### config.mk
export PLATFORM = sky130hd
export DESIGN_NAME = wr_combine_buf
export DESIGN_NICKNAME = d
export VERILOG_FILES = /design/src/rtl/wcb_pkg.sv /design/src/rtl/wcb_lane_merge.sv /design/src/rtl/wcb_line_stage.sv /design/src/rtl/wcb_flush_ctrl.sv /design/src/rtl/wr_combine_buf.sv
export SDC_FILE = /design/constraint.sdc
export NUM_CORES = 1
export LEC_CHECK = 0
export ABC_CLOCK_PERIOD_IN_PS = 4860
export BUFFER_PORTS_ARGS = -buffer_cell sky130_fd_sc_hd__buf_2
export CAP_MARGIN = 0
export CELL_PAD_IN_SITES_DETAIL_PLACEMENT = 1
export CELL_PAD_IN_SITES_GLOBAL_PLACEMENT = 1
export CORE_MARGIN = 4
export CORE_UTILIZATION = 45
export CTS_BUF_LIST = sky130_fd_sc_hd__clkbuf_4 sky130_fd_sc_hd__clkbuf_8 sky130_fd_sc_hd__clkbuf_16
export CTS_CLUSTER_SIZE = 20
export DETAILED_ROUTE_END_ITERATION = 8
export GPL_ROUTABILITY_DRIVEN = 0
export GPL_TIMING_DRIVEN = 0
export HOLD_SLACK_MARGIN = 0.02
export PLACE_DENSITY_LB_ADDON = 0.12
export SLEW_MARGIN = 20
export SYNTH_ARGS = -nofsm -noshare
export SYNTH_HDL_FRONTEND = slang
export SYNTH_SLANG_ARGS = --single-unit
### constraint.sdc
create_clock -name clk -period 4.86 [get_ports clk]
set_input_delay 0.486 -clock clk [delete_from_list [all_inputs] [get_ports clk]]
set_output_delay 0.486 -clock clk [all_outputs]
set_load 0.005 [all_outputs]
### src/rtl/wcb_pkg.sv
// Shared constants and types for the write-combining line buffer.
package wcb_pkg;
    localparam int BYTE_W = 8;

    // Reason the gathering stage is being emptied this cycle.
    typedef enum logic [1:0] {
        FL_NONE  = 2'd0,
        FL_MISS  = 2'd1,
        FL_FULL  = 2'd2,
        FL_FORCE = 2'd3
    } flush_cause_e;
endpackage

### src/rtl/wcb_lane_merge.sv
// Places one word store into a line image.
// Builds the next line data and byte mask from a base line, either kept or
// discarded, and one word store with byte enables.
// Assumes: LINE_W is a power-of-two multiple of WORD_W, and WORD_W is a
// multiple of the byte width.
module wcb_lane_merge
    import wcb_pkg::*;
#(
    parameter int WORD_W = 32,
    parameter int LINE_W = 256,
    localparam int WB     = WORD_W / BYTE_W,
    localparam int WPL    = LINE_W / WORD_W,
    localparam int WS_W   = $clog2(WPL),
    localparam int MASK_W = LINE_W / BYTE_W
) (
    input  logic [LINE_W-1:0] base_data,
    input  logic [MASK_W-1:0] base_mask,
    input  logic              keep_base,
    input  logic [WS_W-1:0]   word_sel,
    input  logic [WORD_W-1:0] wdata,
    input  logic [WB-1:0]     wbe,
    output logic [LINE_W-1:0] new_data,
    output logic [MASK_W-1:0] new_mask
);
    for (genvar w = 0; w < WPL; w++) begin : g_word
        for (genvar j = 0; j < WB; j++) begin : g_byte
            localparam int IDX = w * WB + j;
            logic hit;
            // Select incoming byte, retained byte or zero for this lane.
            always_comb begin
                hit = wbe[j] && (word_sel == WS_W'(w));
                if (hit)
                    new_data[IDX*BYTE_W +: BYTE_W] = wdata[j*BYTE_W +: BYTE_W];
                else if (keep_base)
                    new_data[IDX*BYTE_W +: BYTE_W] = base_data[IDX*BYTE_W +: BYTE_W];
                else
                    new_data[IDX*BYTE_W +: BYTE_W] = '0;
                new_mask[IDX] = hit || (keep_base && base_mask[IDX]);
            end
        end
    end
endmodule

### src/rtl/wcb_line_stage.sv
// One line-wide holding stage: valid flag, line tag, data and byte mask.
// If load and clear are high together, load wins.
// Assumes: the caller drives clear only while the stage is valid.
module wcb_line_stage #(
    parameter int TAG_W  = 27,
    parameter int LINE_W = 256,
    localparam int MASK_W = LINE_W / 8
) (
    input  logic              clk,
    input  logic              rst_n,
    input  logic              load,
    input  logic              clear,
    input  logic [TAG_W-1:0]  in_tag,
    input  logic [LINE_W-1:0] in_data,
    input  logic [MASK_W-1:0] in_mask,
    output logic              st_v,
    output logic [TAG_W-1:0]  st_tag,
    output logic [LINE_W-1:0] st_data,
    output logic [MASK_W-1:0] st_mask
);
    // Capture a new line, or release the held one.
    always_ff @(posedge clk) begin
        if (!rst_n) begin
            st_v    <= 1'b0;
            st_tag  <= '0;
            st_data <= '0;
            st_mask <= '0;
        end else if (load) begin
            st_v    <= 1'b1;
            st_tag  <= in_tag;
            st_data <= in_data;
            st_mask <= in_mask;
        end else if (clear) begin
            st_v    <= 1'b0;
            st_mask <= '0;
        end
    end
endmodule

### src/rtl/wcb_flush_ctrl.sv
// Decision logic for the line buffer.
// It decides, each cycle:
//   - when the gathering stage moves into the outgoing stage;
//   - whether a store is taken, and whether it merges into the gathered line;
//   - whether a read must stall against a held line.
// Assumes: reads and stores are not presented in the same cycle.
module wcb_flush_ctrl
    import wcb_pkg::*;
#(
    parameter int TAG_W = 27
) (
    input  logic             act_v,
    input  logic             act_full,
    input  logic [TAG_W-1:0] act_tag,
    input  logic             out_v,
    input  logic [TAG_W-1:0] out_tag,
    input  logic             mem_wr_ready,
    input  logic             wr_valid,
    input  logic [TAG_W-1:0] wr_tag,
    input  logic             rd_valid,
    input  logic [TAG_W-1:0] rd_tag,
    input  logic             drain,
    output logic             move_now,
    output logic             wr_ready,
    output logic             wr_accept,
    output logic             keep_base,
    output logic             rd_stall
);
    flush_cause_e cause;
    logic same_line, rd_hit_act, rd_hit_out, out_free;

    // Classify the request against both stages.
    always_comb begin
        same_line  = act_v && (wr_tag == act_tag);
        rd_hit_act = rd_valid && act_v && (rd_tag == act_tag);
        rd_hit_out = rd_valid && out_v && (rd_tag == out_tag);
    end

    // Pick the reason (if any) to empty the gathering stage.
    always_comb begin
        if (!act_v)                   cause = FL_NONE;
        else if (act_full)            cause = FL_FULL;
        else if (drain || rd_hit_act) cause = FL_FORCE;
        else if (wr_valid && !same_line) cause = FL_MISS;
        else                          cause = FL_NONE;
    end

    // Move, accept and stall decisions.
    always_comb begin
        out_free  = !out_v || mem_wr_ready;
        move_now  = (cause != FL_NONE) && out_free;
        wr_ready  = !act_v || move_now || (same_line && !act_full);
        wr_accept = wr_valid && wr_ready;
        keep_base = same_line && !move_now;
        rd_stall  = rd_hit_act || rd_hit_out;
    end
endmodule

### src/rtl/wr_combine_buf.sv
// Write-combining posted line buffer (top).
// Gathers 32-bit byte-enabled stores into 256-bit masked line writes.
// A gathering stage collects stores; an outgoing stage holds one finished
// line for memory. Reads that hit a held line are stalled until it is written.
// Assumes: at most one of rd_valid / wr_valid per cycle, and drain is held
// until empty rises.
module wr_combine_buf
    import wcb_pkg::*;
#(
    parameter int ADDR_W = 32,
    parameter int WORD_W = 32,
    parameter int LINE_W = 256,
    localparam int WB     = WORD_W / BYTE_W,
    localparam int MASK_W = LINE_W / BYTE_W,
    localparam int WPL    = LINE_W / WORD_W,
    localparam int WS_W   = $clog2(WPL),
    localparam int BS_W   = $clog2(WB),
    localparam int OFS_W  = $clog2(MASK_W),
    localparam int TAG_W  = ADDR_W - OFS_W,
    localparam int WA_W   = ADDR_W - BS_W
) (
    input  logic              clk,
    input  logic              rst_n,
    input  logic              wr_valid,
    input  logic [WA_W-1:0]   wr_addr,
    input  logic [WORD_W-1:0] wr_data,
    input  logic [WB-1:0]     wr_be,
    output logic              wr_ready,
    input  logic              rd_valid,
    input  logic [TAG_W-1:0]  rd_line,
    output logic              rd_stall,
    output logic              mem_rd_valid,
    input  logic              drain,
    output logic              empty,
    output logic              mem_wr_valid,
    input  logic              mem_wr_ready,
    output logic [TAG_W-1:0]  mem_wr_addr,
    output logic [LINE_W-1:0] mem_wr_data,
    output logic [MASK_W-1:0] mem_wr_be
);
    logic [TAG_W-1:0]  wr_tag;
    logic [WS_W-1:0]   wr_word;
    logic              act_v, out_v;
    logic [TAG_W-1:0]  act_tag, out_tag;
    logic [LINE_W-1:0] act_data, out_data, mrg_data;
    logic [MASK_W-1:0] act_mask, out_mask, mrg_mask;
    logic              move_now, wr_accept, keep_base;

    // Split the store word address into line tag and word slot.
    always_comb begin
        wr_tag  = wr_addr[WA_W-1:WS_W];
        wr_word = wr_addr[WS_W-1:0];
    end

    wcb_flush_ctrl #(.TAG_W(TAG_W)) u_ctrl (
        .act_v       (act_v),
        .act_full    (&act_mask),
        .act_tag     (act_tag),
        .out_v       (out_v),
        .out_tag     (out_tag),
        .mem_wr_ready(mem_wr_ready),
        .wr_valid    (wr_valid),
        .wr_tag      (wr_tag),
        .rd_valid    (rd_valid),
        .rd_tag      (rd_line),
        .drain       (drain),
        .move_now    (move_now),
        .wr_ready    (wr_ready),
        .wr_accept   (wr_accept),
        .keep_base   (keep_base),
        .rd_stall    (rd_stall)
    );

    wcb_lane_merge #(.WORD_W(WORD_W), .LINE_W(LINE_W)) u_merge (
        .base_data(act_data),
        .base_mask(act_mask),
        .keep_base(keep_base),
        .word_sel (wr_word),
        .wdata    (wr_data),
        .wbe      (wr_be),
        .new_data (mrg_data),
        .new_mask (mrg_mask)
    );

    wcb_line_stage #(.TAG_W(TAG_W), .LINE_W(LINE_W)) u_gather (
        .clk    (clk),
        .rst_n  (rst_n),
        .load   (wr_accept),
        .clear  (move_now),
        .in_tag (wr_tag),
        .in_data(mrg_data),
        .in_mask(mrg_mask),
        .st_v   (act_v),
        .st_tag (act_tag),
        .st_data(act_data),
        .st_mask(act_mask)
    );

    wcb_line_stage #(.TAG_W(TAG_W), .LINE_W(LINE_W)) u_out (
        .clk    (clk),
        .rst_n  (rst_n),
        .load   (move_now),
        .clear  (out_v && mem_wr_ready),
        .in_tag (act_tag),
        .in_data(act_data),
        .in_mask(act_mask),
        .st_v   (out_v),
        .st_tag (out_tag),
        .st_data(out_data),
        .st_mask(out_mask)
    );

    // Drive the memory-side and status outputs.
    always_comb begin
        mem_wr_valid = out_v;
        mem_wr_addr  = out_tag;
        mem_wr_data  = out_data;
        mem_wr_be    = out_mask;
        empty        = !act_v && !out_v;
        mem_rd_valid = rd_valid && !rd_stall;
    end
endmodule

== Word-level counts from Yosys, hierarchy flattened ==
Cells that the tools add are included.
Cells by class
  add/subtract/negate cells: 0
  multipliers: 0
  divide/modulo/power cells: 0
  $lt $le $gt $ge: 0
  eq/ne operators: 42
  shift operators: 0
  mux-type cells: 45
  bitwise logic cells: 0
  reduce and logical (&&, ||, !) cells: 157
Operators by type and width (count)
  $mux 8: 33
  $mux 32: 4
  $eq 27x27->1: 3
  $logic_and 1x1->1: 77
  $ne 2x2->1 const B: 32
  $reduce_and 2->1: 32
  $logic_or 1x1->1: 37
  $reduce_and 32->1: 1
  $eq 3x3->1 const B: 4
  $eq 3x2->1 const B: 2
  $logic_not 1->1: 6
  $mux 2: 3
  $reduce_bool 2->1: 3
  $mux 1: 5
  $eq 3x1->1 const B: 1
  $logic_not 3->1: 1
Word-level totals
  register bits: 632
  latch bits: 0
  memory bits (writable): 0
  ROM bits: 0
  output and inout port bits: 320
  word-level logic and storage cells: 283
  memories: 0

== Longest topological paths before layout ==
  depth after elaboration: 15
  depth in mapped cells: 12
  mapped depth without buffers: 7

== Cells and area by module ==
From an unflattened synthesis, not the netlist that was laid out.
Second synthesis, totals
  cell total of the unflattened synthesis: 2977
  area total of the unflattened synthesis: 30993.5 sq um
By module, submodules not included
  wcb_line_stage: instances 2, cells each 1058, area an instance 12660.9 sq um, seq. area each 6326.1 sq um
  wcb_lane_merge: instances 1, cells each 713, area an instance 4536.9 sq um, seq. area each 0.0 sq um
  wcb_flush_ctrl: instances 1, cells each 134, area an instance 1049.8 sq um, seq. area each 0.0 sq um
  wr_combine_buf: instances 1, cells each 14, area an instance 85.1 sq um, seq. area each 0.0 sq um

== Worst setup path before layout ==
Ideal clock, no wire load.
  kind: input to output
  start point: input port rd_line[6]
  end point: output port wr_ready
  arrival: 2.253 ns
  setup slack: 2.121 ns
  cell stages on the path: 10
  buffers on the path: 4
  cells stage by stage: xor2_1 -> nor4_1 -> nand4_1 -> o31ai_1 -> o211ai_1 -> buf_2 -> buf_2 -> buf_2 -> buf_2 -> nand3_1
Between the ends
  longest elaborated chain between the ends: 10
Ends and longest elaborated chain
  start, declared: RTL line wr_combine_buf.sv:30  | input logic [TAG_W-1:0] rd_line,
  $eq 27x27->1: RTL line wcb_flush_ctrl.sv:35  | rd_hit_act = rd_valid && act_v && (rd_tag == act_tag);
  $logic_and 1x1->1: RTL line wcb_flush_ctrl.sv:35
  $logic_or 1x1->1: RTL line wcb_flush_ctrl.sv:43  | else if (drain || rd_hit_act) cause = FL_FORCE;
  $mux 2: RTL line wcb_flush_ctrl.sv:43
  $mux 2: RTL line wcb_flush_ctrl.sv:42  | else if (act_full) cause = FL_FULL;
  $mux 2: RTL line wcb_flush_ctrl.sv:41  | if (!act_v) cause = FL_NONE;
  $reduce_bool 2->1: RTL line wcb_flush_ctrl.sv:51  | move_now = (cause != FL_NONE) && out_free;
  $logic_and 1x1->1: RTL line wcb_flush_ctrl.sv:51
  $logic_or 1x1->1 (2 in series): RTL line wcb_flush_ctrl.sv:52  | wr_ready = !act_v || move_now || (same_line && !act_full);
  end, declared: RTL line wr_combine_buf.sv:28  | output logic wr_ready,
No other way between the ends.

== Worst setup path after layout ==
  start point: register u_gather.st_tag[19]
  end point: output port wr_ready
Between the ends
  longest elaborated chain between the ends: 12
Ends and longest elaborated chain
  start, declared: RTL line wcb_line_stage.sv:17  | output logic [TAG_W-1:0] st_tag,
  start signal, assigned: RTL line wcb_line_stage.sv:30  | st_tag <= in_tag;
  $eq 27x27->1: RTL line wcb_flush_ctrl.sv:34  | same_line = act_v && (wr_tag == act_tag);
  $logic_and 1x1->1: RTL line wcb_flush_ctrl.sv:34
  $logic_not 1->1: RTL line wcb_flush_ctrl.sv:44  | else if (wr_valid && !same_line) cause = FL_MISS;
  $logic_and 1x1->1: RTL line wcb_flush_ctrl.sv:44
  $mux 1: RTL line wcb_flush_ctrl.sv:44
  $mux 2: RTL line wcb_flush_ctrl.sv:43
  $mux 2: RTL line wcb_flush_ctrl.sv:42
  $mux 2: RTL line wcb_flush_ctrl.sv:41
  $reduce_bool 2->1: RTL line wcb_flush_ctrl.sv:51
  $logic_and 1x1->1: RTL line wcb_flush_ctrl.sv:51
  $logic_or 1x1->1: RTL line wcb_flush_ctrl.sv:52
  $logic_or 1x1->1 *: RTL line wcb_flush_ctrl.sv:52
Mark *: on every way between the ends. The rest lies on a longest branch, timed or not.

==> results by group <==
GRT
  – First-pass GRT wire length: about 130 mm
  – Antenna violations before repair: 12
  – Vias in the first global route: ~22k
  – Gr usage total: approximately 32%
  – Largest net degree at the start of global routing: 15
  – Gr ovfl total: 0

STA
  – Skew final: between 20 and 30 ps
  – Hold_ws: around 140 ps
  – Max Slew Vio Count: 0
  – Max frequency: approximately 210 MHz
  – Relative slew slack: 16.79%
  – Setup TNS: 0 ps
  – Unrepaired setup endpoints after global routing: false
  – Hold Vio Cnt, Final: 0
  – Fin crit share: a little over nine tenths
  – Final min period: between 4000 and 5000 ps
  – Final setup violation count: 0
  – Worst-margin pin slew: ~1200 ps

Clocking
  – CTS Root Cell: clkbuf_16
  – Clock transition at path regs: 60 ps
  – Clk sinks: 632
  – CTS max path bufs: 3
  – H-tree depth: 3
  – Worst skew pair latency: roughly 600 ps
  – Postcts setup bufs: 0
  – Hold buffers post-CTS: 0
  – TritonCTS clock tree: built
  – Post-CTS Resized: 0
  – Cts bufs inserted: 67

Yosys
  – Syn Area/Cell: between 9 and 10 sq um
  – Mux cell area share after synthesis: around 1.2%
  – Main combinational cell family by area after synthesis: compound AO/OA/AOI/OAI gates
  – Post-synthesis instance total: ~2.4k
  – Post-synth ARST share: 0%
  – Fraction of the mapped netlist area in compound gates: around a fifth
  – #FFs+latches synth: around 630
  – Synthesized area: 22,620 sq um
  – Sequential element share of the synthesized area: a little under three fifths
  – Synth Flop Type: dfxtp_1
  – Post-synth EDFFs: 0
  – Synth Area in Adders: 0%
  – Yosys warns: 0
  – Post-Syn Nets: 2,513
  – Post-Synth Simple-Gate Area: approximately an eighth
  – XOR/XNOR share of the synthesized area: between 3 and 4%
  – Synth unique cells: 44

Routing
  – DRC: 0
  – Final WL: around 90 mm
  – WL met3: 6.325 mm
  – DRT met1 WL: roughly 36 mm
  – Post-DR vias/cell: 5.819
  – Antenna Nets Post-Route: 0
  – Top routing layer in use: met5
  – Detailed Routing Iterations Pass 1: 5
  – Via count: approximately 21k
  – DRT iter0 DRCs: around 1.3k
  – Routed WL per cell: ~25 microns
  – Metal2 WL: between 40 and 50 mm

Worst hold path
  – Hold Path Class: primary input to flop

Cells and area
  – Most frequent cells in the layout: dfxtp_1 (632), buf_2 (472), nand3_1 (301), o22ai_1 (222), nand2_1 (212)
  – Synth-to-Final Area Change: 23.20%
  – Most common cell after layout, fill and taps aside: dfxtp_1
  – Design Area, Final: 27,870 sq um
  – Share of layout cells above drive strength 1: between 20% and 30%
  – Final nets: ~3.0k

Critical path
  – Req. time, crit path: roughly 4400 ps
  – Startpoint type of the worst setup path: flop
  – CP max FO: 10
  – CP Class: flop to output port
  – Crit. End Element: output port
  – Crit path DAT: about 4200 ps

Floorplanning
  – Rows: between 80 and 90
  – Die H: between 200 and 250 microns
  – Core Region: just under 50,000 sq um
  – DIE AREA: between 50,000 and 60,000 sq um
  – Initial cell density of the core: around 46%
  – Ports: approximately 420
  – Die W: around 230 microns

Place
  – Placed wire-length estimate: approximately 67 mm
  – Placed cell area: 25,540 sq um
  – IO Port Bufs: ~420

Power and ir drop
  – Max VDD drop: between 0.0003 and 0.0004 V
  – Pwr Density: between 400 and 500 nW/um^2
  – LEAKAGE: around 11 nW
  – Final Power: 11.42 mW

Run
  – Max Cap Viol: 0

Run status
  – Status: complete, no violations
==> report_power, final <==
part           leakage, nW  total (mW)  internal [mW]  switching [mW]
Combinational         4.46       0.774          0.189           0.585
Sequential            5.10        5.27           5.23          0.0442
Clock                 1.14        5.37           3.23            2.13
Total                 10.7        11.4           8.65            2.76
==> layout make-up <==
type / count / area [sq um]
Fill cell: 5766 / 21480
Buffer: 199 / 868.3
Antenna cell: 8 / 20.02
Timing Repair Buffer: 417 / 2087
Sequential cell: 632 / 12650
Multi-Input combinational cell: 1387 / 8368
Clock inverter: 22 / 279.0
Clock buffer: 95 / 2032
Tap cell: 664 / 830.8
Inverter: 196 / 735.7
==> Yosys cell counts (2+ instances only) <==
cell / count / area share (%)
or3_1: 3 / 0.083
nand3_1: 301 / 6.7
nor2b_1: 6 / 0.17
mux2i_1: 27 / 1.2
nor3_1: 2 / 0.044
o22ai_1: 222 / 6.1
a21oi_1: 30 / 0.66
xnor2_1: 48 / 1.9
a21o_1: 8 / 0.27
clkbuf_1: 108 / 1.8
o31ai_1: 195 / 6.5
inv_1: 196 / 3.3
and2_1: 5 / 0.14
o211ai_1: 2 / 0.066
and3_1: 4 / 0.11
nor2_1: 36 / 0.60
or4_1: 2 / 0.066
buf_1: 31 / 0.51
nor4_1: 12 / 0.33
dfxtp_1: 632 / 56
nand2_1: 212 / 3.5
o21ai_0: 92 / 2.0
nand4_1: 29 / 0.80
o2bb2ai_1: 64 / 2.5
a22o_1: 31 / 1.2
buf_2: 55 / 1.2
xor2_1: 33 / 1.3
buf_12: 2 / 0.18
and2_2: 2 / 0.066
nand2b_1: 4 / 0.11
nand2_2: 7 / 0.19
==> stage by stage <==
step | cells | setup slack (ps) | util, %
final | 3620 | 141.3 | 56.47
after global routing | 3617 | 48.80 | 56.46
after floorplan | 2414 | 2121 | -
after CTS | 3612 | 137.1 | 56.43
after global placement | 3495 | 585.4 | 51.75
after detailed placement | 3495 | 536.8 | 51.75
==> final timing paths <==
kind / from / end / slack, ps / depth (start not counted)
setup / recovery: u_gather.st_tag[19] / wr_ready / 140 / 11
hold / removal: wr_valid / u_gather.st_v / 140 / 3
setup reg to reg: u_gather.st_mask[12] / u_gather.st_data[95] / 830 / 8
hold reg to reg: u_gather.st_data[211] / u_out.st_data[211] / 460 / 2
==> logic make-up (layout without fill, tap and decap cells) <==
kind of cell | Yosys count | in the layout
AO/OA/AOI/OAI | 650 | 650
flip-flops | 632 | 632
AND/OR/NAND/NOR | 629 | 629
buffers and inverters | 395 | 929
XOR/XNOR | 81 | 81
multiplexers | 27 | 27
other | 0 | 8
==> critical path, cell delays in order (launching register included) <==
cell	delay, ps
dfxtp_1	350
xnor2_1	310
nand4_1	170
nor4_1	540
a21oi_1	200
o211ai_1	220
buf_2	380
buf_2	410
buf_2	360
buf_2	380
nand3_1	130
buf_2	170
==> per-layer routing <==
metal | global-route usage, % | vias up
met5 | 0 | -
met1 | 39.15 | 10460
met3 | 7.029 | 244
met4 | 14.33 | 12
met2 | 55.01 | 768
li1 | - | 9576
==> registers in the layout (all words and copies together), names as in the netlist <==
register          cells
u_gather.st_tag      27
u_out.st_data       256
u_out.st_tag         27
u_gather.st_v         1
u_gather.st_mask     32
u_out.st_v            1
u_out.st_mask        32
u_gather.st_data    256
Power figures use the tool's default switching activity.
